<file path="config.mk">
export PLATFORM = sky130hd
export DESIGN_NAME = trig_stretch
export DESIGN_NICKNAME = d
export VERILOG_FILES = /design/src/rtl/trig_stretch.sv
export SDC_FILE = /design/constraint.sdc
export NUM_CORES = 1
export LEC_CHECK = 0
export BUFFER_PORTS_ARGS = -buffer_cell sky130_fd_sc_hd__buf_2
export CORE_MARGIN = 10
export CORE_UTILIZATION = 42
export CTS_BUF_LIST = sky130_fd_sc_hd__clkbuf_8
export DETAILED_ROUTE_END_ITERATION = 7
export PLACE_DENSITY_LB_ADDON = 0.25
export SYNTH_ARGS = -nofsm -noshare
export SYNTH_HDL_FRONTEND = slang
export SYNTH_SLANG_ARGS = --single-unit
export TNS_END_PERCENT = 10
</file>
<file path="constraint.sdc">
create_clock -name clk -period 4.1 [get_ports clk]
set_input_delay 0.205 -clock clk [delete_from_list [all_inputs] [get_ports clk]]
set_output_delay 0.205 -clock clk [all_outputs]
set_load 0.01 [all_outputs]
</file>
<file path="src/rtl/trig_stretch.sv">
module trig_stretch #(
  parameter int STRETCH_LEN = 624,
  parameter int SYNC_STAGES = 2
) (
  input  logic       clk,
  input  logic       rst_n,
  input  logic       ext_trig,
  input  logic [1:0] disc_a,
  input  logic [1:0] disc_b,
  input  logic [7:0] lut_a,
  input  logic [7:0] lut_b,
  output logic       trig_out,
  output logic       start_pulse,
  output logic       done_pulse
);
  localparam int CW = $clog2(STRETCH_LEN + 1);

  logic [SYNC_STAGES-1:0][4:0] sync;
  logic [4:0]    s;
  logic          half_a, half_b, fire, last;
  logic          active, start_q, done_q;
  logic [CW-1:0] cnt;

  always_ff @(posedge clk or negedge rst_n)
    if (!rst_n) sync <= '0;
    else        sync <= {sync[SYNC_STAGES-2:0], {ext_trig, disc_b, disc_a}};

  assign s      = sync[SYNC_STAGES-1];
  assign half_a = lut_a[{s[4], s[1], s[0]}];
  assign half_b = lut_b[{s[4], s[3], s[2]}];
  assign fire   = (half_a | half_b) & ~active;
  assign last   = active && (cnt == CW'(STRETCH_LEN - 1));

  always_ff @(posedge clk or negedge rst_n)
    if (!rst_n) begin
      active  <= 1'b0;
      cnt     <= '0;
      start_q <= 1'b0;
      done_q  <= 1'b0;
    end else begin
      start_q <= fire;
      done_q  <= last;
      if (fire) begin
        active <= 1'b1;
        cnt    <= '0;
      end else if (last) begin
        active <= 1'b0;
      end else if (active) begin
        cnt <= cnt + 1'b1;
      end
    end

  assign trig_out    = active;
  assign start_pulse = start_q;
  assign done_pulse  = done_q;

  logic [CW:0] obs_len;
  always_ff @(posedge clk or negedge rst_n)
    if (!rst_n)        obs_len <= '0;
    else if (trig_out) obs_len <= obs_len + 1'b1;
    else               obs_len <= '0;

  assert_reset_quiet_R1: assert property (@(posedge clk)
    !rst_n |=> !trig_out && !start_pulse && !done_pulse);
  assert_window_len_R5: assert property (@(posedge clk) disable iff (!rst_n)
    $fell(trig_out) |-> obs_len == (CW+1)'(STRETCH_LEN));
  assert_no_extend_R6: assert property (@(posedge clk) disable iff (!rst_n)
    obs_len <= (CW+1)'(STRETCH_LEN));
  assert_start_edge_R7: assert property (@(posedge clk) disable iff (!rst_n)
    $rose(trig_out) |-> start_pulse);
  assert_start_in_window_R7: assert property (@(posedge clk) disable iff (!rst_n)
    start_pulse |-> trig_out && obs_len == '0);
  assert_done_edge_R8: assert property (@(posedge clk) disable iff (!rst_n)
    $fell(trig_out) |-> done_pulse);
  assert_done_outside_R8: assert property (@(posedge clk) disable iff (!rst_n)
    done_pulse |-> !trig_out);
  assert_gap_R9: assert property (@(posedge clk) disable iff (!rst_n)
    done_pulse |-> !start_pulse);
endmodule

</file>
* After elaboration in Yosys (flattened, before gate mapping)
Cells that the tools add are included.
Word-level totals: register bits after elaboration 23, latch bits 0, memory bits (writable) 0, memory bits (read-only) 0, word-level logic and storage cells 27, memories 0
Cells by class: add/sub/neg operators 1, multiply operators 0, divide/modulo/power cells 0, $lt $le $gt $ge 2, equal/unequal tests 2, shifts and indexed selects 0, muxes and demuxes 9, bitwise operators 3, reduce and logical (&&, ||, !) cells 4
Operator list (count):
- $mux 10 | 3
- $add 10x1->10 const B | 1
- $eq 10x10->1 const B | 1
- $lt 3x4->1 const B | 2
- $bmux 1 s3 | 2
- $mux 1 | 4
- $reduce_bool 2->1 | 2
- $ne 2x2->1 const B | 1
- $reduce_and 2->1 | 1
- $and 1x1->1 | 1
- $logic_and 1x1->1 | 1
- $not 1->1 | 1
- $or 1x1->1 | 1

* Depth between registers and ports, before layout
Gate-level depths: netlist (run 1).
depth after elaboration 6, depth in mapped cells 5, depth with buffers taken out 5

* Worst setup path before layout (run 1)
OpenSTA, ideal clock, no wires.
kind register -> register, from register cnt[0], to register cnt[1], library setup time 0.119 ns, arrival time 1.359 ns, slack 2.623 ns, cell stages (with the launch flop) 6, period minus slack after synthesis 1.477 ns, path through dfrtp_1 -> ha_1 -> nand3_1 -> o41ai_2 -> mux2i_1 -> nor2_1
Between the ends: cells in the longest elaborated chain, start to end 4, elaborated cells between the ends (all ways) 8, classes of those cells add/sub: 1; eq/ne: 2; mux: 3; reduce/logical: 2
Ends and longest elaborated chain:
- from (decl) | RTL line 22 | logic [CW-1:0] cnt;
- from (signal assigned) | RTL line 49 | cnt <= cnt + 1'b1;
- $add 10x1->10 / $eq 10x10->1 (equally long branches) | RTL line 49, 32
- $mux 10 / $logic_and 1x1->1 (equally long branches) | RTL line 48, 32
- $mux 10 / $ne 2x2->1 (equally long branches)
- $mux 10 / $reduce_and 2->1 (equally long branches)
Several ways; a longest one is shown, not always the timed one. The select of a mux whose other input is x is not followed. A chain may end at the register's enable or synchronous reset.

* Worst setup path after layout (run 1)
from register sync, in the netlist s[0], to register cnt[9]
Between the ends: cells in the longest elaborated chain, start to end 6, elaborated cells between the ends (all ways) 8, classes of those cells eq/ne: 1; mux: 3; bitwise: 2; reduce/logical: 2
Ends and longest elaborated chain:
- from (decl) | RTL line 18 | logic [SYNC_STAGES-1:0][4:0] sync;
- from (signal assigned) | RTL line 26 | else sync <= {sync[SYNC_STAGES-2:0], {ext_trig, disc_b, disc_a}};
- $bmux 1 s3 (*) | RTL line 29 | assign half_a = lut_a[{s[4], s[1], s[0]}];
- $mux 1 (implied by the code) (*) | RTL line 29
- $or 1x1->1 (*) | RTL line 31 | assign fire = (half_a | half_b) & ~active;
- $and 1x1->1 (*) | RTL line 31
- $ne 2x2->1 (no source line) / $reduce_bool 2->1 (equally long branches)
- $reduce_and 2->1 (no source line)
Mark *: on every way between the ends. The rest lies on a longest branch, timed or not. The select of a mux whose other input is x is not followed.

==> results of run 1 <==
-- critical path, stage by stage (launching register included) --
cell,delay (ns)
dfrtp_1,0.41
mux4_1,0.34
nor2_1,0.05
a211oi_2,0.76
nor2_1,0.13
-- worst min path at each step --
stage,endpoint,slack [ns],cells after the start
5_1_grt,sync[3]$_DFF_PN0_,0.02,1
6_report,sync[2]$_DFF_PN0_,0.04,1
2_1_floorplan,cnt[0]$_DFFE_PN0P_,-0.09,0
4_1_cts,sync[2]$_DFF_PN0_,0.03,1
3_3_place_gp,s[1]$_DFF_PN0_,0.20,1
3_5_place_dp,s[1]$_DFF_PN0_,0.20,1
-- synth_stat cells --
cell type,instances,area (µm²)
nand2b_1,1,6.26
a211oi_1,1,7.51
nor4_1,1,6.26
or3_1,1,6.26
ha_1,1,12.5
nand3_1,1,5.00
xnor2_1,4,35.0
mux2i_1,1,10.0
inv_1,2,7.51
mux4_2,1,22.5
nand2_1,4,15.0
nor2_1,11,41.3
dfrtp_1,23,576
a211oi_4,1,20.0
o41ai_2,1,16.3
xor2_1,2,17.5
buf_6,1,11.3
mux4_1,3,78.8
nand4_1,4,25.0
nor2b_1,2,12.5
and3_1,2,12.5
buf_2,1,5.00
a211oi_2,1,12.5
nor3_1,2,10.0
nand4b_1,1,8.76
a21oi_1,3,15.0
nor3_2,1,10.0
-- power by group through the flow --
stage	Combinational, W	Sequential, W	Clock, W
floorplan	0.000163	0.000344	0
global placement	0.000190	0.000361	0
detailed placement	0.000197	0.000364	0
CTS	0.000200	0.000360	0.000150
global route	0.000230	0.000372	0.000161
finish	0.000197	0.000360	0.000146
-- per-layer routing --
layer  global-route usage, %  routed length, µm
met1                    11.7                845
met2                    17.8               1130
met3                    2.90                 74
met4                    3.69                 27
met5                       0                  0
-- registers in the layout (all words and copies together), names as in the netlist --
signal       flops
trig_out         1
sync             5
start_pulse      1
cnt             10
done_pulse       1
s                5
-- kinds of logic (layout without fill, tap and decap cells) --
family / count (synthesis) / count (layout)
buffers and inverters: 4 / 32
AND/OR/NAND/NOR: 31 / 31
XOR/XNOR: 6 / 6
multiplexers: 5 / 5
flip-flops: 23 / 23
adder cells (fa/ha/maj): 1 / 1
AO/OA/AOI/OAI: 7 / 7
-- through the flow --
| step | hold slack [ns] | setup slack [ns] | utilization [%] |
|---|---|---|---|
| 2_1_floorplan | -0.0906 | 2.62 | - |
| 3_3_place_gp | 0.198 | 2.33 | 51.0 |
| 3_5_place_dp | 0.200 | 2.27 | 51.0 |
| 4_1_cts | 0.0315 | 2.23 | 53.6 |
| 5_1_grt | 0.0220 | 2.10 | 53.6 |
| 6_report | 0.0402 | 2.27 | 53.6 |
-- cell type report --
type / count / area (µm²)
Sequential cell: 23 / 576
Tap cell: 28 / 35.0
Timing Repair Buffer: 26 / 135
Inverter: 2 / 7.51
Clock inverter: 1 / 7.51
Fill cell: 216 / 1050
Clock buffer: 3 / 41.3
Multi-Input combinational cell: 50 / 407
-- timing repair --
action | in CTS | in global routing
resized for setup | 0 | 0
hold buffers | 1 | 0
hold endpoints to repair | 23 | 0
setup endpoints to repair | 0 | 0
==> results.md, run 1 <==
- Status: finished, final reports clean
- Largest family of logic cells by synthesized area: simple AND/OR/NAND/NOR gates
- Avg Cell Area, Syn: 13.1 µm²
- Max Clock Skew: 0.00314 ns
- Part of the power in registers: 51.2%
- Routed length per instance: 15.7 µm
- R2r endpoint: cnt[9]$_DFFE_PN0P_
- Worst Max-Slew Pin Slew: 0.891 ns
- TritonCTS clock tree: done
- Setup TNS Final: 0 ns
- Reg2Reg Setup Slack: 2.27 ns
- Nets: 130
- CTS Sinks: 23
- RSZ-0062 raised after global routing: false
- CP startpoint: s[0]$_DFF_PN0_
- Die Width: 68.9 µm
- Register bit count reported by yosys: 23
- Die area: 0.00475 mm²
- Vias in the first global route: 759
- Complex-gate fraction of the synthesized area: 7.09%
- Syn Std Cell Area: 0.00101 mm²
- Pin count of the biggest net entering global routing: 24
- Synth Instances: 77
- I/O pin cnt: 26
- DR vias/cell: 5.22
- Power Density: 582 mW/mm²
- Yosys cell types: 27
- Syn Nets: 101
- Maximum buffer depth of the clock tree: 2
- GP Congestion: 0.766
- Max-Slew Margin vs Limit: 40.5%
- Cell Area, Placed: 0.00115 mm²
- Final Max Tran Viols: 0
- Clock Pin Slew Worst Setup and Hold Paths: 0.09 ns
- Synth Area in XOR/XNOR: 5.22%
- Crit Path Class: reg -> reg
- Sw frac: 35.4%
- Final Setup Violations: 0
- Synthesis-to-layout area growth: 20.1%
- Leak pwr: 0.547 nW
- Cell-internal power: 0.000454 W
- Startpoint types: flip-flop
- Total wire length: 2080 µm
- Crit. End Element: flip-flop
- Antenna viol nets, final: 0
- Commonest non-fill, non-tap cell in the layout: buf_2
- DRT iter0 DRCs: 29
- Worst Reg2Reg Path Length in Cells: 4
- VDD IR max: 0.000266 V
- Fmax: 546 MHz
- Comb pwr share: 28.1%
- Ys Warns: 0
- Adder-cell share of the synthesized area: 1.24%
- Crit-path max FO: 12
- Final period utilization: 44.7%
- Drc violations: 0
- Total grt overflow: 0
- HP Class: in -> reg
- Initial antenna violation count: 0
- CTS buffer count: 3
- Ant diodes: 0
- Clk Tree Root Cell: clkbuf_8
- Final Power: 0.000703 W
- Min-delay src: disc_b[0]
- Clock Latency Late Sink: 0.26 ns
- Final Hold Violating Endpoints: 0
- Synth Area in Simple Gates: 15.8%
- First-pass GRT wire length: 3550 µm
- Post-route cell area: 0.00121 mm²
- Clk pwr share: 20.7%
- Final min period: 1.83 ns
- DR pass1 iterations: 4
- DR vias: 694
- HPWL after DPL: 1590 µm
- Reg-to-Reg Start: s[0]$_DFF_PN0_
- Setup repair bufs after CTS: 0
- Worst setup path end: cnt[9]$_DFFE_PN0P_
- Total GRT Usage: 10.2%
- Core Box Area: 0.00225 mm²
- Post-synthesis sequential area ratio: 57.2%
- Layout cells sized above 1: 32.4%
- Max_cap viols: 0
- Initial cell density of the core: 44.6%
- Site Rows: 17
- Commonest non-fill, non-tap cells in the layout: buf_2 (25), dfrtp_1 (23), nor2_1 (11)
- Crit path arrival time: 1.95 ns
- DP Cell Count: 128
- Critical Path RT: 4.22 ns
- Die Ht: 68.9 µm
- Final Non-Filler Cells: 133
- Psw: 0.000249 W
- H-tree levels: 1
- Mux cell area share after synthesis: 11.1%
- Number of port buffers: 25
Power figures use the tool's default switching activity.
==> run 2, diff against run 1 <==
Clock period 4.1 ns to 1.5 ns, I/O delays scaled along.
==> run 2 against run 1 <==
Against the previous run:
- the run now ends with setup timing left
- first-iteration DRC count shrank 6.9%
- sequential share of layout area fell by 6.5 points
- register-to-register slack worse by 2.4 ns
- sequential power grew to 2.7 times the previous value
- cell area rose by 16%
- critical path depth unchanged
- maximum frequency is 16% higher
- total power rose to 3.2 times the previous value
- global-route usage rose by 0.52 points
- worst setup slack worse by 2.4 ns
- largest cell class unchanged
- highest routed layer unchanged
==> results.md, run 2 (synthesized netlist as in run 1, its figures left out) <==
- Status: complete, but fails checks
- Failing checks: setup timing
- Reg area: 576 µm² (unchanged)
- Core Box Area: 0.00225 mm² (unchanged)
- Final Hold Violating Endpoints: 0 (unchanged)
- Setup TNS Final: -0.254 ns (-0.254 ns)
- Pin count of the biggest net entering global routing: 24 (unchanged)
- Maximum buffer depth of the clock tree: 2 (unchanged)
- Reg with most FFs: cnt
- Max-Slew Margin vs Limit: 67.5% (+27 points)
- Total GRT Usage: 10.8% (+0.52 points)
- DR vias/cell: 5.07 (-2.9%)
- First-pass GRT wire length: 3820 µm (+7.6%)
- Worst Max-Slew Pin Slew: 0.487 ns (-0.404 ns)
- Power Density: 1600 mW/mm² (+170%)
- Hold WS: 0.298 ns (+0.258 ns)
- Max Clock Skew: 0.00275 ns (-0.000396 ns)
- Final Max Tran Viols: 0 (unchanged)
- Final min period: 1.58 ns (-0.249 ns)
- Die area: 0.00475 mm² (unchanged)
- Crit. End Element: flip-flop
- Fmax: 632 MHz (+16%)
- Largest register FFs: 10 (unchanged)
- DR vias: 755 (+8.8%)
- Commonest non-fill, non-tap cells in the layout: buf_2 (25), dfrtp_1 (23), nor2_1 (10), buf_4 (10), dlygate4sd3_1 (6)
- Clock Latency Late Sink: 0.26 ns (about the same)
- Ant diodes: 0 (unchanged)
- Vias in the first global route: 842 (+11%)
- Max_cap viols: 0 (unchanged)
- Post-route cell area: 0.00140 mm² (+16%)
- Nets: 146 (+12%)
- Total wire length: 2230 µm (+7.0%)
- H-tree levels: 1 (unchanged)
- I/O pin cnt: 26 (unchanged)
- Commonest non-fill, non-tap cell in the layout: buf_2
- Initial cell density of the core: 44.6% (unchanged)
- Multi-input gate area in the final layout: 474 µm² (+17%)
- Final WS setup: -0.0818 ns (-2.35 ns)
- Initial antenna violation count: 0 (unchanged)
- Synthesis-to-layout area growth: 39.3%
- Crit-path max FO: 6 (-6)
- CTS Sinks: 23 (unchanged)
- Die Ht: 68.9 µm (unchanged)
- Routed length per instance: 15.0 µm (-4.5%)
- Final Non-Filler Cells: 149 (+12%)
- Reg2Reg Setup Slack: -0.08 ns (-2.35 ns)
- Leak pwr: 0.618 nW (+13%)
- DP Cell Count: 138 (+7.8%)
- Final period utilization: 105% (+61 points)
- Total grt overflow: 0 (unchanged)
- Clk Tree Root Cell: clkbuf_8
- HPWL after DPL: 1540 µm (-2.9%)
- Number of port buffers: 25 (unchanged)
- Number of fillers in the final layout: 197 (-8.8%)
- Reg-to-Reg Start: s[2]$_DFF_PN0_
- RSZ-0062 raised after global routing: true
- Layout cells sized above 1: 42.1% (+9.8 points)
- Antenna viol nets, final: 0 (unchanged)
- Cell Area, Placed: 0.00122 mm² (+6.5%)
- Crit path arrival time: 1.74 ns (-0.21 ns)
- TritonCTS clock tree: done
- GP Congestion: 0.839 (+9.6%)
- Critical Path RT: 1.66 ns (-2.56 ns)
- Clock Pin Slew Worst Setup and Hold Paths: 0.08 ns (about the same)
- VDD IR max: 0.00125 V (+370%)
- DRT iter0 DRCs: 27 (-6.9%)
- Die Width: 68.9 µm (unchanged)
- Site Rows: 17 (unchanged)
- Startpoint types: flip-flop
- Drc violations: 0 (unchanged)
- Pre-CTS setup slack: -0.344 ns (-2.61 ns)
- R2r endpoint: trig_out$_DFFE_PN0P_
- Final Setup Violations: 6 (+6)
- DR pass1 iterations: 4 (unchanged)
- Worst Reg2Reg Path Length in Cells: 4 (unchanged)
- Crit Path Class: reg -> reg
- HP Class: in -> async
- CTS buffer count: 3 (unchanged)
## run 2: cell type report
cell class | count | share of cell area, %
tap | 28 | 2.50
timing repair buffer | 41 | 18.6
sequential | 23 | 41.1
multi-input combinational | 51 | 33.8
clock buffer | 3 | 2.95
inverter | 2 | 0.536
clock inverter | 1 | 0.536
## run 2: through the flow
step | utilization, % | power, W
floorplan | - | 0.00139
global route | 62.2 | 0.00242
detailed placement | 54.3 | 0.00171
finish | 62.2 | 0.00224
global placement | 54.3 | 0.00167
CTS | 61.6 | 0.00221
## run 2: layer usage
layer  wire length, µm  up-vias  global-route usage, %
met5                 0        -                      0
met4                10        0                   2.71
met3               132        2                   4.51
met2              1210       18                   19.3
met1               880      368                   11.4
li1                  -      367                      -
## run 2: worst max-delay path by stage
stage,slack (ns),to,cells after the start,start
finish,-0.08,trig_out$_DFFE_PN0P_,4,s[2]$_DFF_PN0_
global route,-0.16,trig_out$_DFFE_PN0P_,4,s[2]$_DFF_PN0_
CTS,-0.13,trig_out$_DFFE_PN0P_,4,s[0]$_DFF_PN0_
detailed placement,-0.34,cnt[9]$_DFFE_PN0P_,4,s[0]$_DFF_PN0_
global placement,-0.28,cnt[9]$_DFFE_PN0P_,4,s[0]$_DFF_PN0_
floorplan,0.02,cnt[1]$_DFFE_PN0P_,5,cnt[0]$_DFFE_PN0P_
## run 2: repair_timing
action                                  4_1_cts  5_1_grt
hold buffers                                  6        0
pin swaps                                     9        3
endpoints found under the setup margin       12       12
cloned                                        1        0
resized for setup                            10        2
buffers inserted                              0        0
hold endpoints to repair                     28        0
## run 2: power by group
part / internal (W) / leakage, nW / switching [W] / total [W]
combinational: 0.000483 / 0.321 / 0.000406 / 0.000889
clock: 0.000188 / 0.0217 / 0.000197 / 0.000385
sequential: 0.000783 / 0.276 / 0.000181 / 0.000964
total: 0.00145 / 0.618 / 0.000785 / 0.00224
## run 2: worst max-delay path: stages, from the launching register on
cell	delay [ns]
dfrtp_1	0.38
mux4_2	0.54
nor3_4	0.29
a211oi_4	0.11
nand2b_1	0.16
==> run 3, diff against run 2 <==
Settings changed: TNS_END_PERCENT 10 to 100.
==> run 3 against run 2 <==
Against the previous run:
- critical path depth did not move
- sequential share of layout area fell by 0.86 points
- via count rose by 2.0%
- the run still ends with setup timing left
- flip-flop and latch count did not move
- worst setup slack better by 0.0038 ns
- non-clock buffer count rose by 3
- first-iteration DRC count is 33% lower
- clock power is essentially flat
- register-to-register slack about the same
- hold slack improved by 0.0016 ns
- die area stayed put
==> results.md, run 3 (synthesized netlist as in run 1, its figures left out) <==
- Hold WS: 0.300 ns (+0.00158 ns)
- Final Hold Violating Endpoints: 0 (unchanged)
- Die Ht: 68.9 µm (unchanged)
- Routed length per instance: 14.4 µm (-3.6%)
- Fmax: 634 MHz (+0.24%)
- Reg area: 576 µm² (unchanged)
- Total grt overflow: 0 (unchanged)
- Post-route cell area: 0.00143 mm² (+2.1%)
- Worst Reg2Reg Path Length in Cells: 4 (unchanged)
- Sw frac: 34.8% (-0.26 points)
- Antenna viol nets, final: 0 (unchanged)
- GP Congestion: 0.839 (unchanged)
- Max-Slew Margin vs Limit: 67.3% (-0.21 points)
- Comb pwr share: 41.1% (+1.4 points)
- Final Setup Violations: 5 (-1)
- Reg2Reg Setup Slack: -0.08 ns (about the same)
- Cell-internal power: 0.00150 W (+3.0%)
- GRT busiest layer: met2
- Met2 Use GR: 18.6% (-0.68 points)
- Initial cell density of the core: 44.6% (unchanged)
- Max Clock Skew: 0.00140 ns (-0.00135 ns)
- Reg with most FFs: cnt
- Vias in the first global route: 865 (+2.7%)
- Slowest stage delay, CP: 0.54 ns (about the same)
- RSZ-0062 raised after global routing: true
- Crit Path Class: reg -> reg
- CP startpoint: s[2]$_DFF_PN0_
- Total wire length: 2190 µm (-1.7%)
- Clock Latency Late Sink: 0.26 ns (about the same)
- Power Density: 1600 mW/mm² (+0.44%)
- Commonest non-fill, non-tap cells in the layout: buf_2 (25), dfrtp_1 (23), buf_4 (13), nor2_1 (10), dlygate4sd3_1 (6)
- TritonCTS clock tree: done
- Number of fillers in the final layout: 189 (-4.1%)
- Crit path arrival time: 1.74 ns (about the same)
- Max_cap viols: 0 (unchanged)
- Startpoint types: flip-flop
- Initial antenna violation count: 0 (unchanged)
- DRT iter0 DRCs: 18 (-33%)
- Final period utilization: 105% (-0.25 points)
- Largest register FFs: 10 (unchanged)
- HPWL after DPL: 1540 µm (unchanged)
- Ant diodes: 0 (unchanged)
- Worst setup path end: trig_out$_DFFE_PN0P_
- VDD IR max: 0.00124 V (-0.88%)
- Final Non-Filler Cells: 152 (+2.0%)
- Total GRT Usage: 10.6% (-0.19 points)
- Failing checks: setup timing
- Die Width: 68.9 µm (unchanged)
- Final Max Tran Viols: 0 (unchanged)
- Drc violations: 0 (unchanged)
- Worst Max-Slew Pin Slew: 0.490 ns (+0.00318 ns)
- Clk pwr share: 16.7% (-0.5 points)
- H-tree levels: 1 (unchanged)
- Clock Pin Slew Worst Setup and Hold Paths: 0.08 ns (about the same)
- Final min period: 1.58 ns (-0.00378 ns)
- First-pass GRT wire length: 3820 µm (unchanged)
- Layout cells sized above 1: 43.5% (+1.4 points)
- CTS buffer count: 3 (unchanged)
- Multi-input gate area in the final layout: 482 µm² (+1.6%)
- Nets: 149 (+2.1%)
- Crit. End Element: flip-flop
- Final Power: 0.00230 W (+2.6%)
- Clk Tree Root Cell: clkbuf_8
- Maximum buffer depth of the clock tree: 2 (unchanged)
- M3 GR Usage: 4.67% (+0.16 points)
- Pin count of the biggest net entering global routing: 24 (unchanged)
- Final WS setup: -0.0781 ns (+0.00378 ns)
- Number of port buffers: 25 (unchanged)
- DP Cell Count: 138 (unchanged)
- I/O pin cnt: 26 (unchanged)
- Crit-path max FO: 6 (unchanged)
- Critical path, cell by cell: mux4_2 > nor3_4 > a211oi_4 > nand2b_1
- Leak pwr: 0.633 nW (+2.4%)
- Site Rows: 17 (unchanged)
- Cell Area, Placed: 0.00122 mm² (unchanged)
- Psw: 0.000799 W (+1.8%)
- HP Class: in -> async
- Commonest non-fill, non-tap cell in the layout: buf_2
- Synthesis-to-layout area growth: 42.3%
- Critical Path RT: 1.66 ns (about the same)
- R2r endpoint: trig_out$_DFFE_PN0P_
- CP max-delay cell: mux4_2
- DR vias: 770 (+2.0%)
- Status: complete, but fails checks
- Util after Layout: 63.5% (+1.3 points)
- DR pass1 iterations: 4 (unchanged)
- DR vias/cell: 5.07 (about the same)
- CTS Sinks: 23 (unchanged)
- Part of the power in registers: 42.1% (-1.0 points)
- Core Box Area: 0.00225 mm² (unchanged)
- Die area: 0.00475 mm² (unchanged)
- Met1 Use GR: 11.3% (-0.074 points)
- Reg-to-Reg Start: s[2]$_DFF_PN0_
==> run 3: stage by stage <==
step / setup TNS, ns / setup slack (ns)
floorplan: 0 / 0.0228
global placement: -3.10 / -0.284
detailed placement: -3.73 / -0.344
CTS: -0.693 / -0.126
global route: -1.18 / -0.164
finish: -0.212 / -0.0781
==> run 3: area by class of cell <==
| type | count | area share [%] |
|---|---|---|
| clock buffer | 3 | 2.88 |
| clock inverter | 1 | 0.524 |
| inverter | 2 | 0.524 |
| multi-input combinational | 51 | 33.7 |
| sequential | 23 | 40.2 |
| tap | 28 | 2.45 |
| timing repair buffer | 44 | 19.8 |
==> run 3: routing by layer <==
metal  part of all wire (%)  vias to the layer above  wire length [µm]
met3                    5.6                        2               122
met5                      0                        -                 0
met2                     53                       16              1160
met4                   0.46                        0                10
met1                     41                      380               896
li1                       -                      372                 -
==> run 3: worst max-delay path, delay by kind of cell (launching register included) <==
| family | cells | cell delay, ns |
|---|---|---|
| AOI/OAI and AO/OA | 1 | 0.11 |
| DFF | 1 | 0.38 |
| muxes | 1 | 0.54 |
| and+or+nand+nor | 2 | 0.45 |
==> run 3: repair_timing <==
| action | in CTS | in global routing |
|---|---|---|
| endpoints found under the setup margin | 12 | 12 |
| gates resized for setup | 8 | 5 |
| pin swaps | 10 | 4 |
| gates cloned | 1 | 0 |
| setup buffers | 2 | 1 |
| endpoints found under the hold margin | 28 | 0 |
| hold buffers | 6 | 0 |
==> run 3: worst min path at each step <==
stage          startpoint                 end  slack (ns)
6_report            rst_n      s[1]$_DFF_PN0_        0.30
5_1_grt             rst_n      s[3]$_DFF_PN0_        0.35
4_1_cts             rst_n      s[1]$_DFF_PN0_        0.32
3_5_place_dp        rst_n      s[1]$_DFF_PN0_        0.07
3_3_place_gp        rst_n      s[1]$_DFF_PN0_        0.06
2_1_floorplan       rst_n  cnt[0]$_DFFE_PN0P_       -0.22
==> run 3: power by group through the flow <==
stage / Combinational [W] / Sequential (W) / Clock [W]
4_1_cts: 0.000884 / 0.000924 / 0.000397
2_1_floorplan: 0.000446 / 0.000939 / 0
3_5_place_dp: 0.000780 / 0.000931 / 0
3_3_place_gp: 0.000746 / 0.000927 / 0
5_1_grt: 0.00107 / 0.000990 / 0.000431
6_report: 0.000945 / 0.000967 / 0.000384
